$ cat config.mk
export PLATFORM = sky130hd
export DESIGN_NAME = nand_page_seq
export DESIGN_NICKNAME = d
export VERILOG_FILES = /design/src/rtl/nand_seq_pkg.sv /design/src/rtl/nand_op_rom.sv /design/src/rtl/nand_poll_ctr.sv /design/src/rtl/nand_status_eval.sv /design/src/rtl/nand_page_seq.sv
export SDC_FILE = /design/constraint.sdc
export NUM_CORES = 1
export LEC_CHECK = 0
export BUFFER_PORTS_ARGS = -buffer_cell sky130_fd_sc_hd__buf_2
export CAP_MARGIN = 20
export CORE_MARGIN = 4
export CORE_UTILIZATION = 29
export DETAILED_ROUTE_END_ITERATION = 6
export GPL_ROUTABILITY_DRIVEN = 0
export PLACE_DENSITY_LB_ADDON = 0.25
export SETUP_SLACK_MARGIN = 0.1
export SLEW_MARGIN = 30
export SYNTH_ARGS = -nofsm -noshare
export SYNTH_HDL_FRONTEND = slang
export SYNTH_SLANG_ARGS = --single-unit
$ cat constraint.sdc
create_clock -name clk_i -period 2.2 [get_ports clk_i]
set_input_delay 0.44 -clock clk_i [delete_from_list [all_inputs] [get_ports clk_i]]
set_output_delay 0.44 -clock clk_i [all_outputs]
set_load 0.01 [all_outputs]
$ cat src/rtl/nand_seq_pkg.sv
package nand_seq_pkg;

  typedef enum logic [1:0] {CMD_READ = 2'd0, CMD_PROG = 2'd1, CMD_ERASE = 2'd2, CMD_CFG = 2'd3} cmd_e;

  typedef enum logic [2:0] {
    RES_OK         = 3'd0,
    RES_ECC_FIX    = 3'd1,
    RES_ECC_BAD    = 3'd2,
    RES_PROG_FAIL  = 3'd3,
    RES_ERASE_FAIL = 3'd4,
    RES_TIMEOUT    = 3'd5
  } res_e;

  typedef enum logic [3:0] {
    S_IDLE, S_WREN, S_PLOAD, S_PEXEC, S_ERASE, S_PREAD, S_POLL, S_CREAD, S_CFG, S_DONE
  } step_e;

  typedef enum logic [1:0] {DIR_NONE = 2'd0, DIR_IN = 2'd1, DIR_OUT = 2'd2} dir_e;

  typedef struct packed {
    logic [7:0]  opcode;
    logic [23:0] addr;
    logic [1:0]  nab;
    logic [1:0]  ndum;
    dir_e        dir;
  } op_desc_t;

  localparam logic [7:0] OP_WREN      = 8'h06;
  localparam logic [7:0] OP_PAGE_RD   = 8'h13;
  localparam logic [7:0] OP_CACHE_RD  = 8'h03;
  localparam logic [7:0] OP_CACHE_RDF = 8'h0B;
  localparam logic [7:0] OP_LOAD_RST  = 8'h02;
  localparam logic [7:0] OP_LOAD_KEEP = 8'h84;
  localparam logic [7:0] OP_EXEC      = 8'h10;
  localparam logic [7:0] OP_ERASE     = 8'hD8;
  localparam logic [7:0] OP_GET_FEAT  = 8'h0F;
  localparam logic [7:0] OP_SET_FEAT  = 8'h1F;
  localparam logic [7:0] FEAT_STATUS  = 8'hC0;
  localparam logic [7:0] FEAT_CONFIG  = 8'hB0;

endpackage

$ cat src/rtl/nand_op_rom.sv
module nand_op_rom
  import nand_seq_pkg::*;
#(
  parameter int LEN_W       = 12,
  parameter int CACHE_DUMMY = 1
) (
  input  step_e            step_i,
  input  logic [23:0]      row_i,
  input  logic [15:0]      col_i,
  input  logic [LEN_W-1:0] len_i,
  input  logic             fast_i,
  input  logic             keep_i,
  input  logic [1:0]       cfg_i,
  output op_desc_t         desc_o,
  output logic [LEN_W-1:0] len_o,
  output logic [7:0]       wdata_o
);
  localparam logic [1:0] DUM = 2'(CACHE_DUMMY);

  always_comb begin
    desc_o  = '0;
    len_o   = '0;
    wdata_o = '0;
    unique case (step_i)
      S_WREN: desc_o.opcode = OP_WREN;
      S_PREAD: begin
        desc_o.opcode = OP_PAGE_RD;
        desc_o.addr   = row_i;
        desc_o.nab    = 2'd3;
      end
      S_POLL: begin
        desc_o.opcode = OP_GET_FEAT;
        desc_o.addr   = {16'h0, FEAT_STATUS};
        desc_o.nab    = 2'd1;
        desc_o.dir    = DIR_IN;
        len_o         = LEN_W'(1);
      end
      S_CREAD: begin
        desc_o.opcode = fast_i ? OP_CACHE_RDF : OP_CACHE_RD;
        desc_o.addr   = {8'h0, col_i};
        desc_o.nab    = 2'd2;
        desc_o.ndum   = DUM;
        desc_o.dir    = DIR_IN;
        len_o         = len_i;
      end
      S_PLOAD: begin
        desc_o.opcode = keep_i ? OP_LOAD_KEEP : OP_LOAD_RST;
        desc_o.addr   = {8'h0, col_i};
        desc_o.nab    = 2'd2;
        desc_o.dir    = DIR_OUT;
        len_o         = len_i;
      end
      S_PEXEC: begin
        desc_o.opcode = OP_EXEC;
        desc_o.addr   = row_i;
        desc_o.nab    = 2'd3;
      end
      S_ERASE: begin
        desc_o.opcode = OP_ERASE;
        desc_o.addr   = row_i;
        desc_o.nab    = 2'd3;
      end
      S_CFG: begin
        desc_o.opcode = OP_SET_FEAT;
        desc_o.addr   = {16'h0, FEAT_CONFIG};
        desc_o.nab    = 2'd1;
        desc_o.dir    = DIR_OUT;
        len_o         = LEN_W'(1);
        wdata_o       = {3'b000, cfg_i[1], 3'b000, cfg_i[0]};
      end
      default: ;
    endcase
  end
endmodule

$ cat src/rtl/nand_poll_ctr.sv
module nand_poll_ctr #(
  parameter int POLL_MAX = 16
) (
  input  logic clk_i,
  input  logic rst_ni,
  input  logic clear_i,
  input  logic tick_i,
  output logic last_o
);
  localparam int CW = $clog2(POLL_MAX + 1);
  logic [CW-1:0] cnt_q;

  always_ff @(posedge clk_i or negedge rst_ni) begin
    if (!rst_ni)      cnt_q <= '0;
    else if (clear_i) cnt_q <= '0;
    else if (tick_i)  cnt_q <= cnt_q + 1'b1;
  end

  // true while the poll in flight is the last one allowed
  assign last_o = (cnt_q == CW'(POLL_MAX - 1));
endmodule

$ cat src/rtl/nand_status_eval.sv
module nand_status_eval
  import nand_seq_pkg::*;
#(
  parameter bit ECC_RSVD_BAD = 1'b1
) (
  input  cmd_e       kind_i,
  input  logic [7:0] status_i,
  output logic       busy_o,
  output res_e       res_o
);
  res_e rsvd_res;

  generate
    if (ECC_RSVD_BAD) begin : g_rsvd_bad
      assign rsvd_res = RES_ECC_BAD;
    end else begin : g_rsvd_fix
      assign rsvd_res = RES_ECC_FIX;
    end
  endgenerate

  logic unused_rsvd;
  assign unused_rsvd = ^{status_i[7:6], status_i[1]};
  assign busy_o = status_i[0];

  always_comb begin
    res_o = RES_OK;
    unique case (kind_i)
      CMD_READ: begin
        unique case (status_i[5:4])
          2'd0: res_o = RES_OK;
          2'd1: res_o = RES_ECC_FIX;
          2'd2: res_o = RES_ECC_BAD;
          default: res_o = rsvd_res;
        endcase
      end
      CMD_PROG:  res_o = status_i[3] ? RES_PROG_FAIL : RES_OK;
      CMD_ERASE: res_o = status_i[2] ? RES_ERASE_FAIL : RES_OK;
      default:   res_o = RES_OK;
    endcase
  end
endmodule

$ cat src/rtl/nand_page_seq.sv
module nand_page_seq
  import nand_seq_pkg::*;
#(
  parameter int LEN_W       = 12,
  parameter int POLL_MAX    = 16,
  parameter int CACHE_DUMMY = 1
) (
  input  logic             clk_i,
  input  logic             rst_ni,
  input  logic             cmd_valid_i,
  input  logic [1:0]       cmd_type_i,
  input  logic [23:0]      cmd_row_i,
  input  logic [15:0]      cmd_col_i,
  input  logic [LEN_W-1:0] cmd_len_i,
  input  logic             cmd_fast_i,
  input  logic             cmd_keep_i,
  input  logic [1:0]       cmd_cfg_i,
  output logic             busy_o,
  output logic             done_o,
  output logic [2:0]       result_o,
  output logic             pe_req_o,
  output logic [7:0]       pe_opcode_o,
  output logic [23:0]      pe_addr_o,
  output logic [1:0]       pe_addr_bytes_o,
  output logic [1:0]       pe_dummy_bytes_o,
  output logic [1:0]       pe_dir_o,
  output logic [LEN_W-1:0] pe_len_o,
  output logic [7:0]       pe_wdata_o,
  input  logic             pe_done_i,
  input  logic [7:0]       pe_rdata_i
);
  step_e            state_q, state_d;
  cmd_e             kind_q;
  logic [23:0]      row_q;
  logic [15:0]      col_q;
  logic [LEN_W-1:0] len_q;
  logic             fast_q, keep_q;
  logic [1:0]       cfg_q;
  res_e             result_q, result_d, ecc_q, ecc_d;
  op_desc_t         desc;
  logic             st_busy, poll_last, accept;
  res_e             st_res;

  assign accept = (state_q == S_IDLE) && cmd_valid_i;

  nand_op_rom #(.LEN_W(LEN_W), .CACHE_DUMMY(CACHE_DUMMY)) u_rom (
    .step_i (state_q),
    .row_i  (row_q),
    .col_i  (col_q),
    .len_i  (len_q),
    .fast_i (fast_q),
    .keep_i (keep_q),
    .cfg_i  (cfg_q),
    .desc_o (desc),
    .len_o  (pe_len_o),
    .wdata_o(pe_wdata_o)
  );

  nand_poll_ctr #(.POLL_MAX(POLL_MAX)) u_poll (
    .clk_i  (clk_i),
    .rst_ni (rst_ni),
    .clear_i(accept),
    .tick_i (pe_done_i && (state_q == S_POLL)),
    .last_o (poll_last)
  );

  nand_status_eval u_eval (
    .kind_i  (kind_q),
    .status_i(pe_rdata_i),
    .busy_o  (st_busy),
    .res_o   (st_res)
  );

  always_comb begin
    state_d  = state_q;
    result_d = result_q;
    ecc_d    = ecc_q;
    unique case (state_q)
      S_IDLE: begin
        if (cmd_valid_i) begin
          unique case (cmd_e'(cmd_type_i))
            CMD_READ: state_d = S_PREAD;
            CMD_CFG:  state_d = S_CFG;
            default:  state_d = S_WREN;
          endcase
        end
      end
      S_DONE: state_d = S_IDLE;
      default: begin
        if (pe_done_i) begin
          unique case (state_q)
            S_WREN:  state_d = (kind_q == CMD_PROG) ? S_PLOAD : S_ERASE;
            S_PLOAD: state_d = S_PEXEC;
            S_PEXEC, S_ERASE, S_PREAD: state_d = S_POLL;
            S_POLL: begin
              if (st_busy) begin
                if (poll_last) begin
                  state_d  = S_DONE;
                  result_d = RES_TIMEOUT;
                end
              end else if (kind_q == CMD_READ) begin
                state_d = S_CREAD;
                ecc_d   = st_res;
              end else begin
                state_d  = S_DONE;
                result_d = st_res;
              end
            end
            S_CREAD: begin
              state_d  = S_DONE;
              result_d = ecc_q;
            end
            S_CFG: begin
              state_d  = S_DONE;
              result_d = RES_OK;
            end
            default: state_d = S_IDLE;
          endcase
        end
      end
    endcase
  end

  always_ff @(posedge clk_i or negedge rst_ni) begin
    if (!rst_ni) begin
      state_q  <= S_IDLE;
      result_q <= RES_OK;
      ecc_q    <= RES_OK;
      kind_q   <= CMD_READ;
      row_q    <= '0;
      col_q    <= '0;
      len_q    <= '0;
      fast_q   <= 1'b0;
      keep_q   <= 1'b0;
      cfg_q    <= '0;
    end else begin
      state_q  <= state_d;
      result_q <= result_d;
      ecc_q    <= ecc_d;
      if (accept) begin
        kind_q <= cmd_e'(cmd_type_i);
        row_q  <= cmd_row_i;
        col_q  <= cmd_col_i;
        len_q  <= cmd_len_i;
        fast_q <= cmd_fast_i;
        keep_q <= cmd_keep_i;
        cfg_q  <= cmd_cfg_i;
      end
    end
  end

  assign busy_o           = (state_q != S_IDLE);
  assign done_o           = (state_q == S_DONE);
  assign result_o         = result_q;
  assign pe_req_o         = (state_q != S_IDLE) && (state_q != S_DONE);
  assign pe_opcode_o      = desc.opcode;
  assign pe_addr_o        = desc.addr;
  assign pe_addr_bytes_o  = desc.nab;
  assign pe_dummy_bytes_o = desc.ndum;
  assign pe_dir_o         = desc.dir;
endmodule

After elaboration in Yosys (flattened, before gate mapping)
Cells that the tools add are included.
Widths: inputs -> output; s select.
{ "op_classes": {"muxes": 27, "bitwise_logic": 2, "addsub": 1, "eq_ne": 19, "reduce_logical": 21} }
{ "op_table": {"columns": ["operator", "count"], "rows": [
  ["$pmux 26 s4", 1],
  ["$pmux 8 s8", 1],
  ["$mux 4", 6],
  ["$pmux 12 s2", 1],
  ["$pmux 4 s5", 1],
  ["$pmux 3 s3", 2],
  ["$eq 4x3->1 const B", 4],
  ["$pmux 4 s2", 2],
  ["$mux 3", 5],
  ["$mux 5", 3],
  ["$reduce_or 2->1", 6],
  ["$reduce_and 5->1", 2],
  ["$eq 4x2->1 const B", 2],
  ["$eq 4x4->1 const B", 2],
  ["$mux 8", 1],
  ["$pmux 2 s2", 2],
  ["$logic_not 2->1", 3],
  ["$ne 3x3->1 const B", 2],
  ["$reduce_bool 3->1", 2],
  ["$add 5x1->5 const B", 1],
  ["$eq 5x4->1 const B", 1],
  ["$ne 5x5->1 const B", 1],
  ["$eq 2x1->1 const B", 2],
  ["$eq 2x2->1 const B", 2],
  ["other kinds (12)", 15]
]} }
{ "word_totals": {"in_bits": 70, "regBits": 73, "out_inout_bits": 64, "elab_cells": 81} }

Depth between registers and ports, before layout
Gate-level depths: netlist (run 1).
{ "logic_depth": {"depth_word": 6, "mapped_depth": 7} }

By module
Synthesis (run 1) repeated with hierarchy kept, for this count alone.
{ "unflattened": {"hier_cells": 407, "hier_area_um2": 4430.5} }
{ "by_module_without_submodules": {"columns": ["module", "instances", "area_per_inst_um2", "cells_per_inst"], "rows": [
  ["nand_page_seq", 1, 2890.3, 204],
  ["nand_op_rom", 1, 1226.2, 172],
  ["nand_poll_ctr", 1, 270.3, 23],
  ["nand_status_eval", 1, 43.8, 8]
]} }

Worst setup path after synthesis (run 1)
Ideal clock, no wire load.
{ "synth_timing": {"path_kind": "reg-to-reg", "startpoint": "register u_poll.cnt_q[0]", "endpoint": "register result_q[0], in the netlist result_o[0]", "period_less_slack_ns": 2.032, "setup_time_ns": 0.125, "path_buffers": 0, "t_arrival_ns": 1.907, "slack_ns": 0.168, "path_stages_with_launch": 8, "path_cell_list": "dfrtp_1 -> ha_1 -> and3_1 -> ha_1 -> nand2b_1 -> nor3b_1 -> o31ai_1 -> mux2_2"} }
{ "synth_via": {"elab_chain_len": 3} }
{ "synth_rtl": {"columns": ["item", "line_no", "source"], "rows": [
  ["from (decl)", "nand_poll_ctr.sv:11", "logic [CW-1:0] cnt_q;"],
  ["from (signal assigned)", "nand_poll_ctr.sv:16", "else if (tick_i) cnt_q <= cnt_q + 1'b1;"],
  ["$eq 5x4->1", "nand_poll_ctr.sv:20", "assign last_o = (cnt_q == CW'(POLL_MAX - 1));"],
  ["$ne 3x3->1 (no line)", null, null],
  ["$reduce_and 5->1 (no line)", null, null],
  ["to (signal assigned)", "nand_page_seq.sv:138", "result_q <= result_d;"],
  ["to (decl)", "nand_page_seq.sv:39", "res_e result_q, result_d, ecc_q, ecc_d;"]
]} }
Every way passes these cells.
A chain may end at the register's enable or synchronous reset.

Final worst setup path (run 1)
{ "layout_timing": {"startpoint": "register state_q[3]", "endpoint": "output port pe_addr_o[14]"} }
{ "layout_via": {"elab_chain_len": 3, "word_cells_on_any_way": 10, "cone_classes": "eq/ne: 7; mux: 1; reduce/logical: 2"} }
{ "layout_rtl": {"columns": ["item", "line_no", "source"], "rows": [
  ["from (decl)", "nand_page_seq.sv:32", "step_e state_q, state_d;"],
  ["from (signal assigned)", "nand_page_seq.sv:137", "state_q <= state_d;"],
  ["$eq 4x3->1 / $eq 4x2->1 (equally long branches)", "nand_op_rom.sv:24", "unique case (step_i)"],
  ["$reduce_or 3->1 (no line) / $reduce_or 2->1 (equally long branches)", null, null],
  ["$pmux 26 s4 *", "nand_op_rom.sv:24", null],
  ["to (decl)", "nand_page_seq.sv:23", "output logic [23:0] pe_addr_o,"]
]} }
Mark *: on every way between the ends. The rest lies on a longest branch, timed or not.

==> flow_summary.ini, run 1 <==
[sta]
fmax_mhz = 454
hold_viol = 0
setup_viol = 1
clock_skew_ns = 0.00536
fin_ws_ns = -0.00106
final.min_clock_period_ns = 2.20
rsz0062_at_grt = true
fin_crit_sh = 1.00
drv_slew = 0

[clocking]
clock-sinks = 73
numCtsBuffers = 9
clock_tree.buffer_depth = 2
ctsRootBufferMaster = clkbuf_16
cts_tree = done
h-tree-depth = 3
clk_latency_ns = 0.34
clk_pin_slew_worst_paths_ns = 0.06
ctsHoldBuffers = 0

[hold_path]
hold_path_class = primary input to async pin

[run_status]
status = finished with violations
violations = setup timing

[cells_and_area]
syn_to_final_growth_pct = 41.2
seqCellArea_sq_um = 1830
nFillCells = 1345
drive_above_1_share = 0.544
antenna_cells = 0
fin_cells = 672
final_net_count = 563
multi_input_area_sq_um = 2070
post-route-cell-area_sq_um = 5630

[synth]
synth-simple-area-share = 0.137
syn-cell-area_sq_um = 3990
synth_edf_count = 0
syn_area_per_cell_sq_um = 11.7
ys_seq_area_frac = 0.458
synth_compound_area_frac = 0.110
ys_types = 55
synth_ff_type = dfrtp_1
synthMuxAreaShare = 0.207
synth_area_leaders = dfrtp_1 (46%), mux2_4 (15%), mux2_2 (5.4%)
synth-xor-area-share = 0.0110
async_flop_share = 1.00
synth_cells = 340
ys_seq_elements = 73
ys.warnings.count = 0
synth_top_family_by_area = multiplexers
yosys.area.top_type = dfrtp_1
synth-adder-area-share = 0.00627
synth_top_area_frac = 0.458

[worst_setup_path]
path_max_fanout = 14
r2r_cells = 6
cp.arrival_ns = 1.76
crit_required_ns = 1.76
timing.rr.start = state_q[0]$_DFFE_PN0P_
timing.rr.end = col_q[14]$_DFFE_PN0P_
r2r_slack_ns = 0.12
setup.worst_path.end_class = primary output
crit_type = flip-flop to primary output
startpoint_type = flip-flop

[placed_design]
placed_cell_area_sq_um = 4820
dp_slack_ns = 0.0542
detailed_place_hpwl_microns = 7240
place_inst = 635
port_buffers = 122

[routing]
routed_via_density = 4.71
wl_per_cell_microns = 16.3
firstDrtPassIters = 4
drt_iter0_drc = 125
wirelength_microns = 11000
drc_errors = 0
detail-route-antenna-nets = 0
num_vias = 3163

[power]
irDropWorstVdd_mv = 0.755
powerDensity_nw_per_um2 = 1510
p_leak_nw = 2.76

[global_route]
grt.total_usage = 0.133
antenna_found_initial = 0
grt_pass1_wl_microns = 16900
grt_max_degree = 44
grt_overflow = 0
first_global_vias = 3393

[floorplan]
coreArea_sq_um = 13300
chipWidth_microns = 125
start_util = 0.299
fp.dieArea_sq_um = 15700
die_h_microns = 125
num_io_pins = 134
fp-row-count = 42

[flow_run]
maxCapViolations = 0
[critical path, cell delays in order, from the launching register on]
cell and delay [ns]:
dfrtp_1 0.43, nand2b_2 0.27, nor3_4 0.22, buf_6 0.20, a22o_1 0.17, buf_2 0.14
[metrics by stage]
step / total power, mW / hold WS (ns) / setup TNS (ns) / util
2_1_floorplan: 5.02 / 0.144 / 0 / -
3_3_place_gp: 6.17 / 0.406 / 0 / 0.361
3_5_place_dp: 6.22 / 0.411 / 0 / 0.361
4_1_cts: 8.10 / 0.0387 / -0.0277 / 0.396
5_1_grt: 9.10 / 0.0574 / -2.12 / 0.422
6_report: 8.52 / 0.0336 / -0.00106 / 0.422
[cells in the final DEF (no fill, tap or decap), types with 4 or more instances in the layout]
master	n
nand2_1	16
buf_2	118
buf_4	22
nand3_1	6
dfrtp_1	70
or2_2	4
clkbuf_8	5
conb_1	8
a22o_1	12
buf_6	13
mux2_4	55
buf_12	5
inv_1	8
clkbuf_16	14
o31ai_1	4
o22ai_1	4
nor2_1	18
and2_1	21
a21oi_1	11
mux2_2	5
o21ai_0	9
[state kept, by name (all words and copies together), names as in the netlist]
register / count
result_o: 3
state_q: 4
row_q: 24
col_q: 16
cfg_q: 2
fast_q: 1
keep_q: 1
u_poll.cnt_q: 5
len_q: 12
ecc_q: 3
kind_q: 2
[final cells by class]
cell class | instances | share of cell area
tap | 176 | 0.0391
inverter | 9 | 0.00600
clock buffer | 15 | 0.0529
clock inverter | 1 | 0.00533
sequential | 73 | 0.325
multi-input combinational | 234 | 0.367
timing repair buffer | 164 | 0.205
[per-layer routing]
layer / GRT usage / wire length, microns
met2: 0.211 / 5240
met5: 0 / 0
met1: 0.163 / 4760
met4: 0.0383 / 101
met3: 0.0614 / 879
[repair_timing]
| item | CTS | global route |
|---|---|---|
| setup endpoints to repair | 50 | 107 |
| cloned | 0 | 6 |
| pin swaps | 5 | 6 |
| endpoints found under the hold margin | 0 | 0 |
| setup buffers | 6 | 10 |
| gates resized for setup | 25 | 32 |
[cells in the mapped netlist (all sizes together) (2+ instances only)]
master	instances
a21o	3
ha	2
a221o	2
inv	9
a22o	12
o22ai	5
nand2	17
a21oi	13
o31ai	4
o21ai	9
and3	2
nor2	23
or2	4
nand3	6
nand2b	6
xnor2	2
nor2b	2
clkbuf	7
mux2	60
and2	22
xor2	3
dfrtp	73
nor4	2
a211oi	2
buf	24
nor3	5
o41ai	2
o32ai	2
[how the worst max path moves through the flow]
stage / startpoint / to / slack [ns]
finish: state_q[3]$_DFFE_PN0P_ / pe_addr_o[14] / -0.001
global placement: u_poll.cnt_q[0]$_DFFE_PN0P_ / result_o[2]$_DFFE_PN0P_ / 0.08
detailed placement: u_poll.cnt_q[0]$_DFFE_PN0P_ / result_o[1]$_DFFE_PN0P_ / 0.05
CTS: state_q[3]$_DFFE_PN0P_ / pe_addr_o[3] / -0.008
floorplan: u_poll.cnt_q[0]$_DFFE_PN0P_ / result_o[0]$_DFFE_PN0P_ / 0.17
global route: state_q[3]$_DFFE_PN0P_ / pe_addr_o[14] / -0.12
[report_power, final]
group / internal (mW) / switching [mW] / leakage [nW]
sequential: 1.99 / 0.445 / 0.882
clock: 1.03 / 0.557 / 0.162
combinational: 2.54 / 1.96 / 1.72
[kinds of logic after synthesis]
logic type                 count (synthesis)
muxes                                     60
DFF                                       73
AOI/OAI and AO/OA                         62
adders and majority gates                  2
other                                      1
xor gates and xnor gates                   5
and+or+nand+nor                           97
buffers and inverters                     40
No activity file was read; power rests on OpenSTA's default activity.
==> run 2, diff against run 1 <==
--- a/config.mk
+++ b/config.mk
@@ -11,7 +11,9 @@
 export CORE_UTILIZATION = 29
 export DETAILED_ROUTE_END_ITERATION = 6
 export GPL_ROUTABILITY_DRIVEN = 0
+export GPL_TIMING_DRIVEN = 0
 export PLACE_DENSITY_LB_ADDON = 0.25
+export RECOVER_POWER = 50
 export SETUP_SLACK_MARGIN = 0.1
 export SLEW_MARGIN = 30
 export SYNTH_ARGS = -nofsm -noshare
==> flow_summary.ini, run 2 (synthesis results as in run 1) <==
[clocking]
ctsHoldBuffers = 0
clk_latency_ns = 0.33
cts_tree = done
clk_pin_slew_worst_paths_ns = 0.05
clock-sinks = 73
clock_tree.buffer_depth = 2
h-tree-depth = 3
numCtsBuffers = 9
ctsRootBufferMaster = clkbuf_16

[worst_setup_path]
path_max_fanout = 6
crit_type = flip-flop to primary output
critPathTopFamily = buffers and inverters
startpoint_type = flip-flop
path_cells = buf_8 -> nor2b_4 -> nand2_2 -> a21oi_4 -> buf_12 -> clkbuf_4 -> and2_1 -> buf_2
setup.worst_path.end_class = primary output
crit_required_ns = 1.76
critPathMaxStageDelay_ns = 0.43
critPathSlowestCell = dfrtp_2
critPathBufInv = 4
cp.arrival_ns = 1.84

[floorplan]
fp.dieArea_sq_um = 15700
chipWidth_microns = 125
die_h_microns = 125
coreArea_sq_um = 13300
num_io_pins = 134
fp-row-count = 42
start_util = 0.299

[cells_and_area]
largest_register = row_q
syn_to_final_growth_pct = 50.4
antenna_cells = 0
largestRegisters = row_q x24, col_q x16, len_q x12
layout_common_cells = buf_2 (106), dfrtp_1 (72), mux2_4 (44), buf_4 (26), buf_6 (24)
fin_cells = 697
final_common_cell = buf_2
drive_above_1_share = 0.572
post-route-cell-area_sq_um = 6000
largest_reg_flops = 24
nFillCells = 1278
final_net_count = 588

[sta]
worst_slew_pin_slew_ns = 1.79
drv_slew = 32
fmax_mhz = 438
tns_ns = -1.54
final.min_clock_period_ns = 2.28
slew_headroom = -0.195
fin_hold_ws_ns = 0.320
fin_crit_sh = 1.04
fin_ws_ns = -0.0824
setup_viol = 35
hold_viol = 0
clock_skew_ns = 0.00400
rsz0062_at_grt = true

[power]
p_leak_nw = 2.89
irDropWorstVdd_mv = 0.839
finalPower_mw = 9.23
powerDensity_nw_per_um2 = 1540

[flow_run]
maxCapViolations = 1

[global_route]
grt_pass1_wl_microns = 18000
grt.total_usage = 0.143
first_global_vias = 3442
grt_overflow = 0
grt_max_degree = 43
antenna_found_initial = 1

[routing]
routed_via_density = 4.71
drc_errors = 0
firstDrtPassIters = 4
drt_iter0_drc = 145
num_vias = 3284
wirelength_microns = 11600
wl_per_cell_microns = 16.7
detail-route-antenna-nets = 0

[placed_design]
port_buffers = 121
place_inst = 645
placed_cell_area_sq_um = 4870
detailed_place_hpwl_microns = 7720

[run_status]
status = finished with violations
violations = capacitance limit, slew limit, setup timing

[hold_path]
hold_path_class = primary input to flip-flop
## run 2: changes by cell type in the layout (fill, tap and decap cells not counted), sizes merged
cell and change:
buf +15, bufinv +1, clkbuf +9
## run 2: worst min-delay path: stages
cell	delay [ns]
buf_2	0.08
nand2_1	0.03
o21ai_0	0.06
## run 2: report_power, final
group          switching [mW]  total (mW)  internal (mW)
Combinational            2.26        5.27           3.01
Sequential              0.382        2.37           1.98
Clock                   0.534        1.59           1.06
Total                    3.18        9.23           6.05
## run 2: layout make-up
class	count	area, sq um	share of cell area
multi-input combinational	234	2090	0.348
sequential	73	1830	0.304
timing repair buffer	158	1130	0.189
buffer	31	372	0.0619
clock buffer	14	264	0.0440
tap	176	220	0.0367
clock inverter	2	60.1	0.0100
inverter	9	36.3	0.00604
## run 2: stage by stage
stage / setup WS, ns / utilization
finish: -0.0824 / 0.450
global route: -0.167 / 0.450
detailed placement: -0.492 / 0.365
global placement: -0.454 / 0.363
CTS: -0.0703 / 0.420
floorplan: 0.168 / -
## run 2: metal layers
layer / part of all wire / track usage / vias to the layer above
li1: - / - / 1540
met1: 0.43 / 0.183 / 1621
met2: 0.48 / 0.229 / 107
met3: 0.074 / 0.0542 / 14
met4: 0.0098 / 0.0383 / 2
met5: 0.0011 / 0 / -
## run 2: final timing paths
| check | slack, ns | end | cells past startpoint | startpoint |
|---|---|---|---|---|
| worst max-delay path | -0.08 | pe_addr_o[17] | 8 | state_q[2]$_DFFE_PN0P_ |
| worst min-delay path | 0.32 | fast_q$_DFFE_PN0P_ | 3 | cmd_fast_i |
| worst max register to register | 0.05 | row_q[3]$_DFFE_PN0P_ | 7 | state_q[3]$_DFFE_PN0P_ |
| worst min register to register | 0.48 | ecc_q[0]$_DFFE_PN0P_ | 2 | ecc_q[0]$_DFFE_PN0P_ |
| max in group asynchronous | 0.57 | result_o[2]$_DFFE_PN0P_ | 1 | rst_ni |
| min in group asynchronous | 0.59 | len_q[10]$_DFFE_PN0P_ | 1 | rst_ni |
## run 2: repair_timing
action | in CTS | in global routing
gates resized for setup | 62 | 58
pin swaps | 16 | 23
buffers inserted | 20 | 11
cloned | 3 | 4
endpoints found under the setup margin | 51 | 72
